**src/rtl/wake_pkg.sv**
```systemverilog
package wake_pkg;
   typedef enum logic [1:0] {
      ST_SLEEP  = 2'd0,
      ST_OSC    = 2'd1,
      ST_SWITCH = 2'd2,
      ST_ACTIVE = 2'd3
   } seq_state_t;
endpackage

```
**src/rtl/wake_mask_reg.sv**
```systemverilog
module wake_mask_reg #(
   parameter int          N_PINS   = 16,
   parameter logic [31:0] RST_MASK = '0
) (
   input  logic              clk_i,
   input  logic              rst_ni,
   input  logic              we_i,
   input  logic [N_PINS-1:0] wdata_i,
   output logic [N_PINS-1:0] mask_o
);
   localparam logic [N_PINS-1:0] RstVal = RST_MASK[N_PINS-1:0];

   always_ff @(posedge clk_i or negedge rst_ni) begin
      if (!rst_ni)   mask_o <= RstVal;
      else if (we_i) mask_o <= wdata_i;
   end

   // the register takes the written value on the following edge
   p_mask_load_r1: assert property (@(posedge clk_i) disable iff (!rst_ni)
      we_i |=> (mask_o == $past(wdata_i)));
endmodule

```
**src/rtl/wake_detect.sv**
```systemverilog
module wake_detect #(
   parameter int N_PINS     = 16,
   parameter bit ACTIVE_LOW = 1'b1
) (
   input  logic [N_PINS-1:0] pins_i,
   input  logic [N_PINS-1:0] mask_i,
   output logic              req_o
);
   logic [N_PINS-1:0] hit;

   generate
      if (ACTIVE_LOW) begin : g_low
         assign hit = ~pins_i & mask_i;
      end else begin : g_high
         assign hit = pins_i & mask_i;
      end
   endgenerate

   assign req_o = |hit;
endmodule

```
**src/rtl/wake_sync.sv**
```systemverilog
module wake_sync #(
   parameter int STAGES = 2
) (
   input  logic clk_i,
   input  logic rst_ni,
   input  logic d_i,
   output logic q_o
);
   logic [STAGES-1:0] chain;

   generate
      for (genvar i = 0; i < STAGES; i++) begin : g_stage
         if (i == 0) begin : g_first
            always_ff @(posedge clk_i or negedge rst_ni) begin
               if (!rst_ni) chain[0] <= 1'b0;
               else         chain[0] <= d_i;
            end
         end else begin : g_next
            always_ff @(posedge clk_i or negedge rst_ni) begin
               if (!rst_ni) chain[i] <= 1'b0;
               else         chain[i] <= chain[i-1];
            end
         end
      end
   endgenerate

   assign q_o = chain[STAGES-1];
endmodule

```
**src/rtl/wake_seq.sv**
```systemverilog
module wake_seq
   import wake_pkg::*;
(
   input  logic clk_i,
   input  logic rst_ni,
   input  logic req_sync_i,
   input  logic wait_enter_i,
   input  logic osc_ready_i,
   output logic osc_hold_o,
   output logic sel_rc_o,
   output logic cpu_en_o
);
   seq_state_t state_q, state_d;

   always_comb begin
      state_d = state_q;
      unique case (state_q)
         ST_SLEEP:  if (req_sync_i)   state_d = ST_OSC;
         ST_OSC:    if (osc_ready_i)  state_d = ST_SWITCH;
         ST_SWITCH:                   state_d = ST_ACTIVE;
         ST_ACTIVE: if (wait_enter_i) state_d = ST_SLEEP;
         default:                     state_d = ST_SLEEP;
      endcase
   end

   always_ff @(posedge clk_i or negedge rst_ni) begin
      if (!rst_ni) state_q <= ST_ACTIVE;
      else         state_q <= state_d;
   end

   assign osc_hold_o = (state_q != ST_SLEEP);
   assign sel_rc_o   = (state_q == ST_SWITCH) || (state_q == ST_ACTIVE);
   assign cpu_en_o   = (state_q == ST_ACTIVE);

   p_sel_needs_ready_r5: assert property (@(posedge clk_i) disable iff (!rst_ni)
      $rose(sel_rc_o) |-> $past(osc_ready_i));
   p_cpu_after_sel_r6: assert property (@(posedge clk_i) disable iff (!rst_ni)
      $rose(cpu_en_o) |-> $past(sel_rc_o));
   p_cpu_needs_sel_r6: assert property (@(posedge clk_i) disable iff (!rst_ni)
      cpu_en_o |-> sel_rc_o);
   p_sleep_gates_r7: assert property (@(posedge clk_i) disable iff (!rst_ni)
      (wait_enter_i && cpu_en_o) |=> (!cpu_en_o && !sel_rc_o && !osc_hold_o));
   p_hold_active_r8: assert property (@(posedge clk_i) disable iff (!rst_ni)
      (cpu_en_o && !wait_enter_i) |=> cpu_en_o);
   p_no_ready_r10: assert property (@(posedge clk_i) disable iff (!rst_ni)
      (osc_hold_o && !sel_rc_o && !osc_ready_i) |=> !sel_rc_o);
endmodule

```
**src/rtl/wake_restart_ctrl.sv**
```systemverilog
module wake_restart_ctrl #(
   parameter int          N_PINS      = 16,
   parameter int          SYNC_STAGES = 2,
   parameter bit          ACTIVE_LOW  = 1'b1,
   parameter logic [31:0] RST_MASK    = '0
) (
   input  logic              clk_i,
   input  logic              rst_ni,
   input  logic              cfg_we_i,
   input  logic [N_PINS-1:0] cfg_mask_i,
   input  logic [N_PINS-1:0] wake_pin_i,
   input  logic              wait_enter_i,
   input  logic              osc_ready_i,
   output logic              wake_req_o,
   output logic              osc_en_o,
   output logic              mclk_sel_rc_o,
   output logic              cpu_clk_en_o
);
   initial begin : param_chk
      assert (N_PINS >= 1 && N_PINS <= 32) else $error("N_PINS must be 1..32");
      assert (SYNC_STAGES >= 2 && SYNC_STAGES <= 4) else $error("SYNC_STAGES must be 2..4");
   end

   logic [N_PINS-1:0] mask;
   logic              req_sync;
   logic              osc_hold;

   wake_mask_reg #(.N_PINS(N_PINS), .RST_MASK(RST_MASK)) u_mask (
      .clk_i(clk_i), .rst_ni(rst_ni), .we_i(cfg_we_i),
      .wdata_i(cfg_mask_i), .mask_o(mask));

   wake_detect #(.N_PINS(N_PINS), .ACTIVE_LOW(ACTIVE_LOW)) u_detect (
      .pins_i(wake_pin_i), .mask_i(mask), .req_o(wake_req_o));

   wake_sync #(.STAGES(SYNC_STAGES)) u_sync (
      .clk_i(clk_i), .rst_ni(rst_ni), .d_i(wake_req_o), .q_o(req_sync));

   wake_seq u_seq (
      .clk_i(clk_i), .rst_ni(rst_ni), .req_sync_i(req_sync),
      .wait_enter_i(wait_enter_i), .osc_ready_i(osc_ready_i),
      .osc_hold_o(osc_hold), .sel_rc_o(mclk_sel_rc_o), .cpu_en_o(cpu_clk_en_o));

   // asynchronous oscillator start: no clock edge on this path
   assign osc_en_o = wake_req_o | osc_hold;

   p_sel_osc_on_r4: assert property (@(posedge clk_i) disable iff (!rst_ni)
      mclk_sel_rc_o |-> osc_en_o);
   p_req_starts_osc_r4: assert property (@(posedge clk_i) disable iff (!rst_ni)
      wake_req_o |-> osc_en_o);
endmodule

```
**config.mk**
```make
export PLATFORM = sky130hd
export DESIGN_NAME = wake_restart_ctrl
export DESIGN_NICKNAME = d
export VERILOG_FILES = /design/src/rtl/wake_pkg.sv /design/src/rtl/wake_mask_reg.sv /design/src/rtl/wake_detect.sv /design/src/rtl/wake_sync.sv /design/src/rtl/wake_seq.sv /design/src/rtl/wake_restart_ctrl.sv
export SDC_FILE = /design/constraint.sdc
export NUM_CORES = 1
export LEC_CHECK = 0
export BUFFER_PORTS_ARGS = -buffer_cell sky130_fd_sc_hd__buf_2
export CORE_MARGIN = 4
export CORE_UTILIZATION = 45
export DETAILED_ROUTE_END_ITERATION = 8
export PLACE_DENSITY = 0.74
export SLEW_MARGIN = 10
export SYNTH_ARGS = -nofsm -noshare
export SYNTH_HDL_FRONTEND = slang
export SYNTH_SLANG_ARGS = --single-unit
```
**constraint.sdc**
```tcl
create_clock -name clk_i -period 1.72 [get_ports clk_i]
set_input_delay 0.344 -clock clk_i [delete_from_list [all_inputs] [get_ports clk_i]]
set_output_delay 0.344 -clock clk_i [all_outputs]
set_load 0.02 [all_outputs]
```
==> results.json, run 1 <==
{
  "arrival_ns": 1.45,
  "crit_slowest_cell": "dfstp_2",
  "multiInputGateArea_sq_um": 401.6,
  "drc": 0,
  "maxCapViolations": 0,
  "grt_pass1_vias": 813,
  "p_leak_nw": 0.6912,
  "die_area_sq_um": 2854,
  "grtUsageMet2": 0.2653,
  "synthCells": 89,
  "hold_path_depth": 3,
  "grt-ovfl-total": 0,
  "worstMarginPinSlew_ns": 0.5785,
  "rows": 16,
  "clk_pin_slew_ns": 0.11,
  "syn_nets": 131,
  "start_util": 0.4732,
  "final_net_count": 182,
  "synth.avg_cell_area_sq_um": 10.43,
  "r2r_start": "u_seq.state_q[1]$_DFFE_PN1P_",
  "cts_sinks": 20,
  "wl_per_cell_microns": 12.02,
  "start_kind": "flop",
  "grt_pass1_wl_mm": 3.174,
  "firstDrtPassIters": 4,
  "dp.final_hpwl_mm": 1.473,
  "drv_slew": 0,
  "routed_via_density": 4.717,
  "hold_viol": 0,
  "cts_tree": "built",
  "clockBufferDepth": 2,
  "cts_buffers": 3,
  "final_area_sq_um": 1363,
  "p_total_w": 0.001641,
  "routabilityCongestion": 0.6330,
  "ios": 41,
  "n_fill_cell": 182,
  "cp_cell_sequence": "inv_4 > ha_4 > or2_4 > buf_6",
  "min_path_type": "input port to flop",
  "syn_area_sq_um": 928.4,
  "routed_wl_mm": 1.996,
  "coreArea_sq_um": 1962,
  "cp.required_ns": 1.38,
  "met3_usage": 0.03099,
  "reg2reg_to": "u_seq.state_q[0]$_DFFE_PN1P_",
  "antenna_cells": 0,
  "post-route-period-util": 1.042,
  "dp_worst_setup_slack_ns": 0.03987,
  "cts-root-buf": "clkbuf_4",
  "yosys_warnings": 0,
  "ys_types": 19,
  "slowest_delay_ns": 0.59,
  "htreeDepth": 1,
  "antenna_found_initial": 0,
  "ys_seq_area_frac": 0.5418,
  "drtIter0Drc": 5,
  "worstSkewPairLatency_ns": 0.30,
  "failed_checks": "negative setup slack",
  "ff_latch_area_sq_um": 503.0,
  "slew_headroom": 0.6143,
  "dieWidth_microns": 53.42,
  "final_cell_mix": "buf_2 (37), dfrtp_1 (18), inv_1 (15), nand2_1 (9)",
  "fin_util": 0.6945,
  "grt_max_degree": 25,
  "final_common_cell": "buf_2",
  "busiest_layer": "met2",
  "num_vias": 783,
  "crit_start": "u_seq.state_q[0]$_DFFE_PN1P_",
  "period_minus_slack_ns": 1.792,
  "area_growth_pct": 46.77,
  "grtUsageTotal": 0.1532,
  "ys_ff_latch": 20,
  "die_h_microns": 53.42,
  "regToRegSetupSlack_ns": 0.01,
  "worstSetupEndpoint": "mclk_sel_rc_o",
  "crit_type": "flop to output port",
  "power-per-cell-area_nw_per_um2": 1204,
  "global_route.usage.met1": 0.1815,
  "ant_nets": 0,
  "dpl-instance-area_sq_um": 1149,
  "critPathMaxFanout": 4,
  "run_status": "finished with violations",
  "drive_gt1_frac": 0.5324,
  "hold_slack_ns": 0.2334,
  "worst-r2r-cell-count": 5,
  "fin_skew_ns": 0.007896,
  "fin_ws_ns": -0.07173,
  "io_buffer_count": 40,
  "irDropWorstVdd_mv": 0.6635,
  "end_kind": "output port",
  "setup_violations": 3,
  "rsz0062_at_grt": "yes",
  "fmax_ghz": 0.5581
}
[critical path: cells and delay by family, from the launching register on]
family	cells	cell delay [ns]
fa+ha+maj	1	0.15
buf+inv	2	0.19
flops	1	0.59
simple gates	1	0.22
[repair_timing]
action                                 4_1_cts  5_1_grt
hold buffers                                 1        0
endpoints found under the hold margin       18        0
setup endpoints to repair                    3        5
buffers inserted                             4        4
pin swaps                                    3        4
resized for setup                           10       13
[state kept, by name, summed over array words and instances (netlist names)]
register / count
u_mask.mask_o: 16
u_seq.state_q: 2
u_sync.chain: 1
u_sync.q_o: 1
[routing by layer]
layer | vias to the layer above | part of all wire
met3 | 4 | 0.071
met1 | 361 | 0.40
met4 | 0 | 0.016
li1 | 392 | -
met2 | 26 | 0.52
met5 | - | 0
[where the power goes]
group | switching (W) | total (W) | internal (W)
combinational | 0.000293 | 0.000661 | 0.000368
sequential | 0.0000475 | 0.000600 | 0.000553
clock | 0.000144 | 0.000380 | 0.000236
[final cells by class]
| class | instances | area share |
|---|---|---|
| well taps | 27 | 0.02479 |
| inverters | 18 | 0.05142 |
| multi-input cells | 48 | 0.2948 |
| clock buffers | 3 | 0.01653 |
| clock inverters | 1 | 0.02204 |
| flip-flops and latches | 20 | 0.3691 |
| repair buffers | 49 | 0.2213 |
[how the worst min path moves through the flow]
stage | startpoint | end | slack (ns)
after global placement | rst_ni | u_mask.mask_o[15]$_DFFE_PN0P_ | 0.31
after detailed placement | rst_ni | u_mask.mask_o[14]$_DFFE_PN0P_ | 0.31
final | cfg_mask_i[6] | u_mask.mask_o[6]$_DFFE_PN0P_ | 0.23
after CTS | cfg_mask_i[6] | u_mask.mask_o[6]$_DFFE_PN0P_ | 0.22
after global routing | cfg_mask_i[6] | u_mask.mask_o[6]$_DFFE_PN0P_ | 0.24
after floorplan | rst_ni | u_mask.mask_o[0]$_DFFE_PN0P_ | 0.05
[cell families after synthesis]
family,count (synthesis),share of synthesized area
buf+inv,21,0.08759
flops,20,0.5418
simple gates,16,0.08086
mux,8,0.09704
compound gates,19,0.1253
fa+ha+maj,5,0.06739
[cells in the mapped netlist]
library cell	count	area [sq um]
o22ai_1	4	25.02
nor3_1	1	5.000
o21ai_1	1	5.000
inv_1	18	67.56
dfrtp_1	18	450.4
nand2b_1	3	18.77
or2_2	1	6.260
o21ai_0	10	50.05
nand2_1	9	33.78
dfstp_2	2	52.55
clkbuf_1	1	3.750
nand4_1	1	6.260
buf_2	2	10.01
nand3_1	1	5.000
o2111ai_1	1	8.760
a221oi_1	2	17.52
ha_1	5	62.56
mux2_2	8	90.09
a222oi_1	1	10.01
[through the flow]
step                cells  setup TNS, ns
floorplan              89              0
global placement      153              0
detailed placement    153              0
CTS                   162        -0.1920
global route          166        -0.5278
finish                166        -0.1553
Power figures use the tool's default switching activity.
==> run 2, diff against run 1 <==
GPL_ROUTABILITY_DRIVEN = 0   (was not set)
PLACE_DENSITY = 0.77   (was 0.74)
==> run 2 against run 1 <==
  * The flow still finishes with violations (negative setup slack)
  * Critical endpoint is now osc_en_o
  * Highest routed layer unchanged
  * Setup slack improved by 0.029 ns
  * Largest power group unchanged
  * Non-clock buffer count rose by 3
  * First-iteration DRC count rose by 20%
  * Core utilization rose by 0.57 points
  * Worst hold slack improved by 0.013 ns
  * Clock skew rose by 0.00061 ns
==> results.json, run 2 (synthesis gave the netlist of run 1 again) <==
{
  "run_status": "finished with violations",
  "failed_checks": "negative setup slack",
  "end_kind": "output port",
  "global_route.usage.met1": 0.1957,
  "worstMarginPinSlew_ns": 0.5617,
  "fmax_ghz": 0.5674,
  "clk_pin_slew_ns": 0.12,
  "hold_slack_ns": 0.2460,
  "antenna_found_initial": 0,
  "ios": 41,
  "critPathMaxFanout": 4,
  "slew_headroom": 0.6255,
  "busiest_layer": "met2",
  "die_area_sq_um": 2854,
  "grt-ovfl-total": 0,
  "fin_ws_ns": -0.04244,
  "arrival_ns": 1.42,
  "clockBufferDepth": 2,
  "num_vias": 783,
  "fin_skew_ns": 0.008509,
  "dpl-instance-area_sq_um": 1149,
  "rsz0062_at_grt": "yes",
  "final_area_sq_um": 1374,
  "wl_per_cell_microns": 11.63,
  "final_net_count": 185,
  "cp.required_ns": 1.38,
  "largest_reg_flops": 16,
  "drtIter0Drc": 6,
  "grt_max_degree": 25,
  "grtUsageMet2": 0.2714,
  "cts_buffers": 3,
  "post-route-period-util": 1.025,
  "antenna_cells": 0,
  "power-per-cell-area_nw_per_um2": 1082,
  "start_kind": "flop",
  "routed_via_density": 4.633,
  "maxCapViolations": 0,
  "firstDrtPassIters": 4,
  "min_path_type": "input port to flop",
  "crit_type": "flop to output port",
  "drive_gt1_frac": 0.5493,
  "htreeDepth": 1,
  "cts_sinks": 20,
  "grt_pass1_wl_mm": 3.305,
  "cts_tree": "built",
  "setup_violations": 3,
  "p_leak_nw": 0.6999,
  "drv_slew": 0,
  "ant_nets": 0,
  "final_cell_mix": "buf_2 (36), dfrtp_1 (18), inv_1 (14), buf_4 (11)",
  "irDropWorstVdd_mv": 0.6801,
  "final_common_cell": "buf_2",
  "routed_wl_mm": 1.965,
  "met3_usage": 0.03662,
  "hold_viol": 0,
  "max_flop_register": "u_mask.mask_o",
  "coreArea_sq_um": 1962,
  "worstSkewPairLatency_ns": 0.30,
  "start_util": 0.4732,
  "area_growth_pct": 47.98,
  "grt_pass1_vias": 811,
  "period_minus_slack_ns": 1.762,
  "die_h_microns": 53.42,
  "drc": 0,
  "io_buffer_count": 40,
  "rows": 16,
  "cts-root-buf": "clkbuf_4",
  "top_regs": "u_mask.mask_o (16), u_seq.state_q (2)",
  "grtUsageTotal": 0.1591,
  "dieWidth_microns": 53.42,
  "dp.final_hpwl_mm": 1.400
}
run 2: cell type report:
type	count	area (sq um)
clock buffers	4	36.28
fillers	166	588.1
inverters	18	70.07
multi-input cells	48	404.1
flip-flops and latches	20	503.0
well taps	27	33.78
repair buffers	52	326.6
run 2: critical path: stages (launching register included):
cell and delay, ns:
dfstp_2 0.58, inv_2 0.07, ha_1 0.20, nand4_1 0.11
buf_4 0.15
run 2: metrics by stage:
| stage | worst slack (ns) | util | power (W) | setup TNS (ns) | cells |
|---|---|---|---|---|---|
| CTS | -0.03340 | 0.6830 | 0.001413 | -0.07464 | 167 |
| global placement | 0.1501 | 0.5855 | 0.0009302 | 0 | 153 |
| floorplan | 0.2432 | - | 0.0008320 | 0 | 89 |
| global route | -0.1696 | 0.7003 | 0.001587 | -0.5838 | 169 |
| detailed placement | 0.1037 | 0.5855 | 0.0009520 | 0 | 153 |
| finish | -0.04244 | 0.7003 | 0.001486 | -0.08336 | 169 |
run 2: power by group:
part	switching, W	leakage [nW]	total [W]	internal [W]
logic	0.000273	0.449	0.000615	0.000342
registers	0.0000471	0.229	0.000600	0.000553
clock network	0.000142	0.0210	0.000271	0.000129
run 2: final timing paths:
kind | from | to | slack [ns] | cells after the start
min in group asynchronous | rst_ni | u_mask.mask_o[13]$_DFFE_PN0P_ | 0.52 | 2
max in group asynchronous | rst_ni | u_seq.state_q[1]$_DFFE_PN1P_ | 0.86 | 2
hold / removal | cfg_mask_i[13] | u_mask.mask_o[13]$_DFFE_PN0P_ | 0.25 | 3
setup reg to reg | u_seq.state_q[1]$_DFFE_PN1P_ | u_seq.state_q[0]$_DFFE_PN1P_ | 0.02 | 5
hold reg to reg | u_sync.chain[0]$_DFF_PN0_ | u_sync.q_o$_DFF_PN0_ | 0.37 | 0
setup / recovery | u_seq.state_q[1]$_DFFE_PN1P_ | osc_en_o | -0.04 | 4
run 2: routing by layer:
metal  vias up  routed length [microns]
met2        30                      983
li1        402                        -
met3         2                      139
met4         0                       18
met5         -                        0
met1       349                      825
run 2: timing repair:
action,in CTS,in global routing
hold buffers,1,0
endpoints found under the hold margin,18,0
endpoints found under the setup margin,3,5
buffers inserted,9,3
pin swaps,6,4
gates resized for setup,18,6
